### src/rtl/sdac_pkg.sv
package sdac_pkg;

    typedef enum logic {
        ORD_SEQ = 1'b0,
        ORD_SYM = 1'b1
    } order_e;

    // Position of unit cell p in the switch-on sequence (0 = first on).
    function automatic int unit_rank(input int p, input int n, input order_e ord);
        int c;
        c = (n - 1) / 2;
        if (ord == ORD_SEQ) return p;
        if (p == c)         return 0;
        if (p < c)          return 2 * (c - p) - 1;
        return 2 * (p - c);
    endfunction

endpackage

### src/rtl/sdac_therm_dec.sv
module sdac_therm_dec
    import sdac_pkg::*;
#(
    parameter int     MSB_W = 5,
    parameter order_e ORDER = ORD_SYM,
    localparam int    N_UNIT = (1 << MSB_W) - 1
) (
    input  logic              clk,
    input  logic              rst,
    input  logic [MSB_W-1:0]  code,
    output logic [N_UNIT-1:0] therm_q
);

    logic [N_UNIT-1:0] therm_d;

    for (genvar p = 0; p < N_UNIT; p++) begin : g_unit
        localparam int             RANK   = unit_rank(p, N_UNIT, ORDER);
        localparam logic [MSB_W:0] RANK_V = RANK[MSB_W:0];
        assign therm_d[p] = ({1'b0, code} > RANK_V);
    end

    always_ff @(posedge clk) begin
        if (rst) therm_q <= '0;
        else     therm_q <= therm_d;
    end

    // decoded population equals the code one edge earlier
    a_r2_count: assert property (@(posedge clk) disable iff (rst)
        !$past(rst) |-> ($countones(therm_q) == int'($past(code))));

endmodule

### src/rtl/sdac_lsb_delay.sv
module sdac_lsb_delay #(
    parameter int W = 5
) (
    input  logic         clk,
    input  logic         rst,
    input  logic [W-1:0] d,
    output logic [W-1:0] q
);

    // Dummy stage: same register depth as the thermometer decoder.
    always_ff @(posedge clk) begin
        if (rst) q <= '0;
        else     q <= d;
    end

    // the dummy path delays by exactly one edge
    a_r5_dummy: assert property (@(posedge clk) disable iff (rst)
        !$past(rst) |-> (q == $past(d)));

endmodule

### src/rtl/sdac_cell_latch.sv
module sdac_cell_latch #(
    parameter int N = 36
) (
    input  logic         clk,
    input  logic         rst,
    input  logic [N-1:0] en_d,
    output logic [N-1:0] en_q,
    output logic [N-1:0] steer_q,
    output logic [N-1:0] dump_q
);

    for (genvar i = 0; i < N; i++) begin : g_cell
        logic en_r, steer_r, dump_r;

        // Make-before-break: a changing cell holds both paths for one cycle.
        always_ff @(posedge clk) begin
            if (rst) begin
                en_r    <= 1'b0;
                steer_r <= 1'b0;
                dump_r  <= 1'b1;
            end else begin
                en_r    <= en_d[i];
                steer_r <= en_d[i] | en_r;
                dump_r  <= ~en_d[i] | ~en_r;
            end
        end

        assign en_q[i]    = en_r;
        assign steer_q[i] = steer_r;
        assign dump_q[i]  = dump_r;
    end

    // never both switches open
    a_r6_no_gap: assert property (@(posedge clk) disable iff (rst)
        &(steer_q | dump_q));

    // complementary once the enable has settled
    a_r7_steady: assert property (@(posedge clk) disable iff (rst)
        (!$past(rst) && (en_q == $past(en_q))) |-> (steer_q == en_q && dump_q == ~en_q));

    // reset clears enables and selects the dump path
    a_r8_reset: assert property (@(posedge clk)
        rst |=> (en_q == '0 && steer_q == '0 && dump_q == '1));

endmodule

### src/rtl/sdac_seg_decoder.sv
module sdac_seg_decoder
    import sdac_pkg::*;
#(
    parameter int     IN_W  = 10,
    parameter int     MSB_W = 5,
    parameter order_e ORDER = ORD_SYM,
    localparam int    LSB_W  = IN_W - MSB_W,
    localparam int    N_UNIT = (1 << MSB_W) - 1,
    localparam int    N_CELL = N_UNIT + LSB_W
) (
    input  logic              clk,
    input  logic              rst,
    input  logic [IN_W-1:0]   din,
    output logic [N_UNIT-1:0] therm_en,
    output logic [LSB_W-1:0]  bin_en,
    output logic [N_CELL-1:0] sw_steer,
    output logic [N_CELL-1:0] sw_dump
);

    localparam int CENTER = (N_UNIT - 1) / 2;

    logic [IN_W-1:0]   din_q;
    logic [MSB_W-1:0]  msb_code;
    logic [LSB_W-1:0]  lsb_code;
    logic [N_UNIT-1:0] therm_s;
    logic [LSB_W-1:0]  lsb_s;
    logic [N_CELL-1:0] cell_en;

    always_ff @(posedge clk) begin
        if (rst) din_q <= '0;
        else     din_q <= din;
    end

    assign msb_code = din_q[IN_W-1 -: MSB_W];
    assign lsb_code = din_q[LSB_W-1:0];

    sdac_therm_dec #(.MSB_W(MSB_W), .ORDER(ORDER)) u_therm (
        .clk(clk), .rst(rst), .code(msb_code), .therm_q(therm_s)
    );

    sdac_lsb_delay #(.W(LSB_W)) u_lsb (
        .clk(clk), .rst(rst), .d(lsb_code), .q(lsb_s)
    );

    sdac_cell_latch #(.N(N_CELL)) u_latch (
        .clk(clk), .rst(rst), .en_d({lsb_s, therm_s}),
        .en_q(cell_en), .steer_q(sw_steer), .dump_q(sw_dump)
    );

    assign therm_en = cell_en[N_UNIT-1:0];
    assign bin_en   = cell_en[N_CELL-1:N_UNIT];

    // both fields land two edges after the input register
    a_r5_latency: assert property (@(posedge clk) disable iff (rst)
        (!$past(rst) && !$past(rst, 2)) |->
        (bin_en == $past(lsb_code, 2) && $countones(therm_en) == int'($past(msb_code, 2))));

    if (ORDER == ORD_SYM) begin : g_sym_chk
        // the centre cell is always the first one on
        a_r3_center_first: assert property (@(posedge clk) disable iff (rst)
            (|therm_en) |-> therm_en[CENTER]);
    end else begin : g_seq_chk
        // sequential enables form a contiguous run from cell 0
        a_r4_contiguous: assert property (@(posedge clk) disable iff (rst)
            ((therm_en + 1'b1) & therm_en) == '0);
    end

endmodule

### config.mk
export PLATFORM = sky130hd
export DESIGN_NAME = sdac_seg_decoder
export DESIGN_NICKNAME = d
export VERILOG_FILES = /design/src/rtl/sdac_pkg.sv /design/src/rtl/sdac_therm_dec.sv /design/src/rtl/sdac_lsb_delay.sv /design/src/rtl/sdac_cell_latch.sv /design/src/rtl/sdac_seg_decoder.sv
export SDC_FILE = /design/constraint.sdc
export NUM_CORES = 1
export LEC_CHECK = 0
export ABC_AREA = 1
export BUFFER_PORTS_ARGS = -buffer_cell sky130_fd_sc_hd__buf_2
export CAP_MARGIN = 20
export CORE_AREA = 4 4 119 121
export DETAILED_ROUTE_END_ITERATION = 8
export DIE_AREA = 0 0 123 125
export PLACE_DENSITY = 0.75
export RECOVER_POWER = 50
export SLEW_MARGIN = 20
export SYNTH_ARGS = -nofsm -noshare
export SYNTH_HDL_FRONTEND = slang
export SYNTH_SLANG_ARGS = --single-unit
### constraint.sdc
create_clock -name clk -period 0.91 [get_ports clk]
set_input_delay 0.1365 -clock clk [delete_from_list [all_inputs] [get_ports clk]]
set_output_delay 0.1365 -clock clk [all_outputs]
set_load 0.01 [all_outputs]
==> impl_metrics.env <==
export IMPL_status="complete, but fails checks"
export IMPL_violations="negative setup slack"
export IMPL_ant_nets=0
export IMPL_worst_hold_slack_ps=132.7
export IMPL_die_w_um=123
export IMPL_gr_usage_met3_pct=4.697
export IMPL_initial_core_util_pct=39.15
export IMPL_cts_num_sinks=154
export IMPL_critPathMaxStageDelay_ps=350
export IMPL_crit_path_cell_trace="buf_6"
export IMPL_antenna_found_initial=0
export IMPL_yosys_area_top_type="dfxtp_1"
export IMPL_worst_path_max_delay_cell="dfxtp_2"
export IMPL_gp_congestion=0.8715
export IMPL_track_usage_pct=13.19
export IMPL_worstMarginPinSlew_ps=222.0
export IMPL_critPathRequiredTime_ps=770
export IMPL_yosysSeqAreaShare_pct=60.19
export IMPL_h_tree_depth=4
export IMPL_synthTopCellsByCount="154 x dfxtp_1, 133 x nor2_1, 108 x buf_4"
export IMPL_grt_max_degree=35
export IMPL_gr_total_overflow=0
export IMPL_startpoint_type="flop"
export IMPL_die_area_um2=15380
export IMPL_fillers=1104
export IMPL_maxCapViolCount=0
export IMPL_rsz0062_at_grt="true"
export IMPL_drt_total_wl_um=9912
export IMPL_synth_area_leaders="dfxtp_1 60%, buf_4 16%, nor2_1 9.7%, inv_1 4.3%, nand2_1 4.0%"
export IMPL_ys_ff_latch=154
export IMPL_synth_cells=560
export IMPL_ys_async_sr_fraction_pct=0
export IMPL_power_density_nw_per_um2=2237
export IMPL_synth_most_common_cell="dfxtp_1"
export IMPL_dp_final_hpwl_um=6279
export IMPL_cts_buffer_depth=2
export IMPL_grt_pass1_wl_um=15660
export IMPL_core_um2=13090
export IMPL_r2r_start="din_q[8]"
export IMPL_drc_errors=0
export IMPL_crit_start="u_latch.g_cell[20].en_r"
export IMPL_crit_family="flip-flops"
export IMPL_clkSlewWorstSetupHoldPaths_ps=60
export IMPL_fin_util_pct=52.30
export IMPL_finalSetupTns_ps=-7782
export IMPL_num_rows=42
export IMPL_cts_tree="done"
export IMPL_die_y_um=125
export IMPL_ys_flop_type="dfxtp_1"
export IMPL_period_needed_ps=1003
export IMPL_drtPass1Iterations=4
export IMPL_max_slew_margin_pct=85.17
export IMPL_syn_cell_area_um2=5122
export IMPL_grt_met2_usage_pct=23.51
export IMPL_setup_violations=119
export IMPL_cts_root_buf="clkbuf_16"
export IMPL_wl_per_cell_um=11.99
export IMPL_synth_cell_type_count=24
export IMPL_syn_to_final_growth_pct=33.61
export IMPL_n_antenna_cell=0
export IMPL_yosys_warnings=0
export IMPL_port_buffers=119
export IMPL_crit_fanout=3
export IMPL_cp_arrival_ps=870
export IMPL_holdCritPathClass="in2reg"
export IMPL_crit_buf_inv=1
export IMPL_final_cell_area_um2=6844
export IMPL_path_class="reg2out"
export IMPL_drt_initial_drc_count=111
export IMPL_endpoint_kind="primary output"
export IMPL_busiest_layer="met2"
export IMPL_synth_top_area_share_pct=60.19
export IMPL_post_route_period_util_pct=110.2
export IMPL_max_freq_mhz=997.3
export IMPL_hold_start="rst"
export IMPL_met1_usage_pct=13.54
export IMPL_place_worst_setup_slack_ps=-167.7
export IMPL_synth_edf_count=0
export IMPL_ios=120
export IMPL_finalMaxSlewViolations=0
export IMPL_via_per_inst=3.985
export IMPL_synth_area_per_cell_um2=9.147
export IMPL_place_area_um2=5202
export IMPL_nets=650
export IMPL_fin_skew_ps=5.288
export IMPL_via_count=3296
export IMPL_hold_viol=0
export IMPL_clk_latency_ps=410
export IMPL_drive_gt1_share_pct=47.62
export IMPL_grt_pass1_vias=3352
export IMPL_synth_net_count=572
export IMPL_leakagePower_nw=3.067
export IMPL_timing_final_ws_setup_ps=-92.72
export IMPL_vdd_ir_drop_max_mv=1.153
export IMPL_cts_buffers=17
## through the flow
step / instances / total power (W)
final: 827 / 0.01531
after global placement: 747 / 0.007808
after CTS: 818 / 0.01540
after floorplan: 560 / 0.007702
after detailed placement: 747 / 0.007825
after global routing: 827 / 0.01588
## final timing paths
check / endpoint / slack [ps] / cells after the start
hold reg to reg: u_lsb.q[0] / 400 / 2
setup / recovery: therm_en[20] / -90 / 1
setup reg to reg: u_therm.therm_q[16] / -90 / 5
hold / removal: u_therm.therm_q[2] / 130 / 4
## where the power goes
| part | total, W | internal, W | leakage, nW | switching, W |
|---|---|---|---|---|
| registers | 0.00709 | 0.00696 | 1.28 | 0.000129 |
| logic | 0.000868 | 0.000440 | 1.50 | 0.000428 |
| clock network | 0.00736 | 0.00473 | 0.295 | 0.00263 |
| total | 0.0153 | 0.0121 | 3.07 | 0.00319 |
## repair_timing
| item | in CTS | in global routing |
|---|---|---|
| pin swaps | 2 | 11 |
| resized for setup | 114 | 57 |
| hold endpoints to repair | 10 | 0 |
| hold buffers | 10 | 0 |
| setup endpoints to repair | 130 | 126 |
| setup buffers | 29 | 9 |
## layer usage
| metal | wire length (um) | part of all wire [%] | vias to the layer above |
|---|---|---|---|
| met1 | 3952 | 40 | 1481 |
| met5 | 0 | 0 | - |
| met3 | 573 | 5.8 | 17 |
| met4 | 194 | 2.0 | 0 |
| met2 | 5192 | 52 | 93 |
| li1 | - | - | 1705 |
## logic make-up (layout without fill, tap and decap cells)
family / Yosys count / after routing / synth area share, %
AOI/OAI and AO/OA: 12 / 12 / 1.417
buffers and inverters: 186 / 277 / 22.18
DFF: 154 / 154 / 60.19
and+or+nand+nor: 208 / 208 / 16.22
## layout by cell type (no fill, tap or decap), drive strengths merged
cell,instances
nand3,3
o21ai,4
nand4,2
bufinv,4
nor3,2
nand3b,1
a21oi,5
inv,63
dfxtp,154
clkbuf,22
nor2,139
o21a,1
a31oi,1
and2,1
dlygate4sd3,10
clkinv,3
o22ai,1
nand2,60
buf,170
clkinvlp,5
## sequential cells by signal, summed over array words and instances, names as in the netlist
| register | flops |
|---|---|
| din_q | 10 |
| u_lsb.q | 5 |
| u_latch.g_cell.steer_r | 36 |
| u_latch.g_cell.dump_r | 36 |
| u_therm.therm_q | 31 |
| u_latch.g_cell.en_r | 36 |
## area by class of cell
| cell class | count | area (um^2) | share of cell area [%] |
|---|---|---|---|
| Sequential cell | 154 | 3178 | 46.44 |
| Timing Repair Buffer | 181 | 1560 | 22.80 |
| Multi-Input combinational cell | 220 | 1010 | 14.75 |
| Clock buffer | 21 | 460.4 | 6.728 |
| Inverter | 64 | 246.5 | 3.601 |
| Tap cell | 176 | 220.2 | 3.218 |
| Clock inverter | 11 | 168.9 | 2.468 |
No activity file was read; power rests on OpenSTA's default activity.
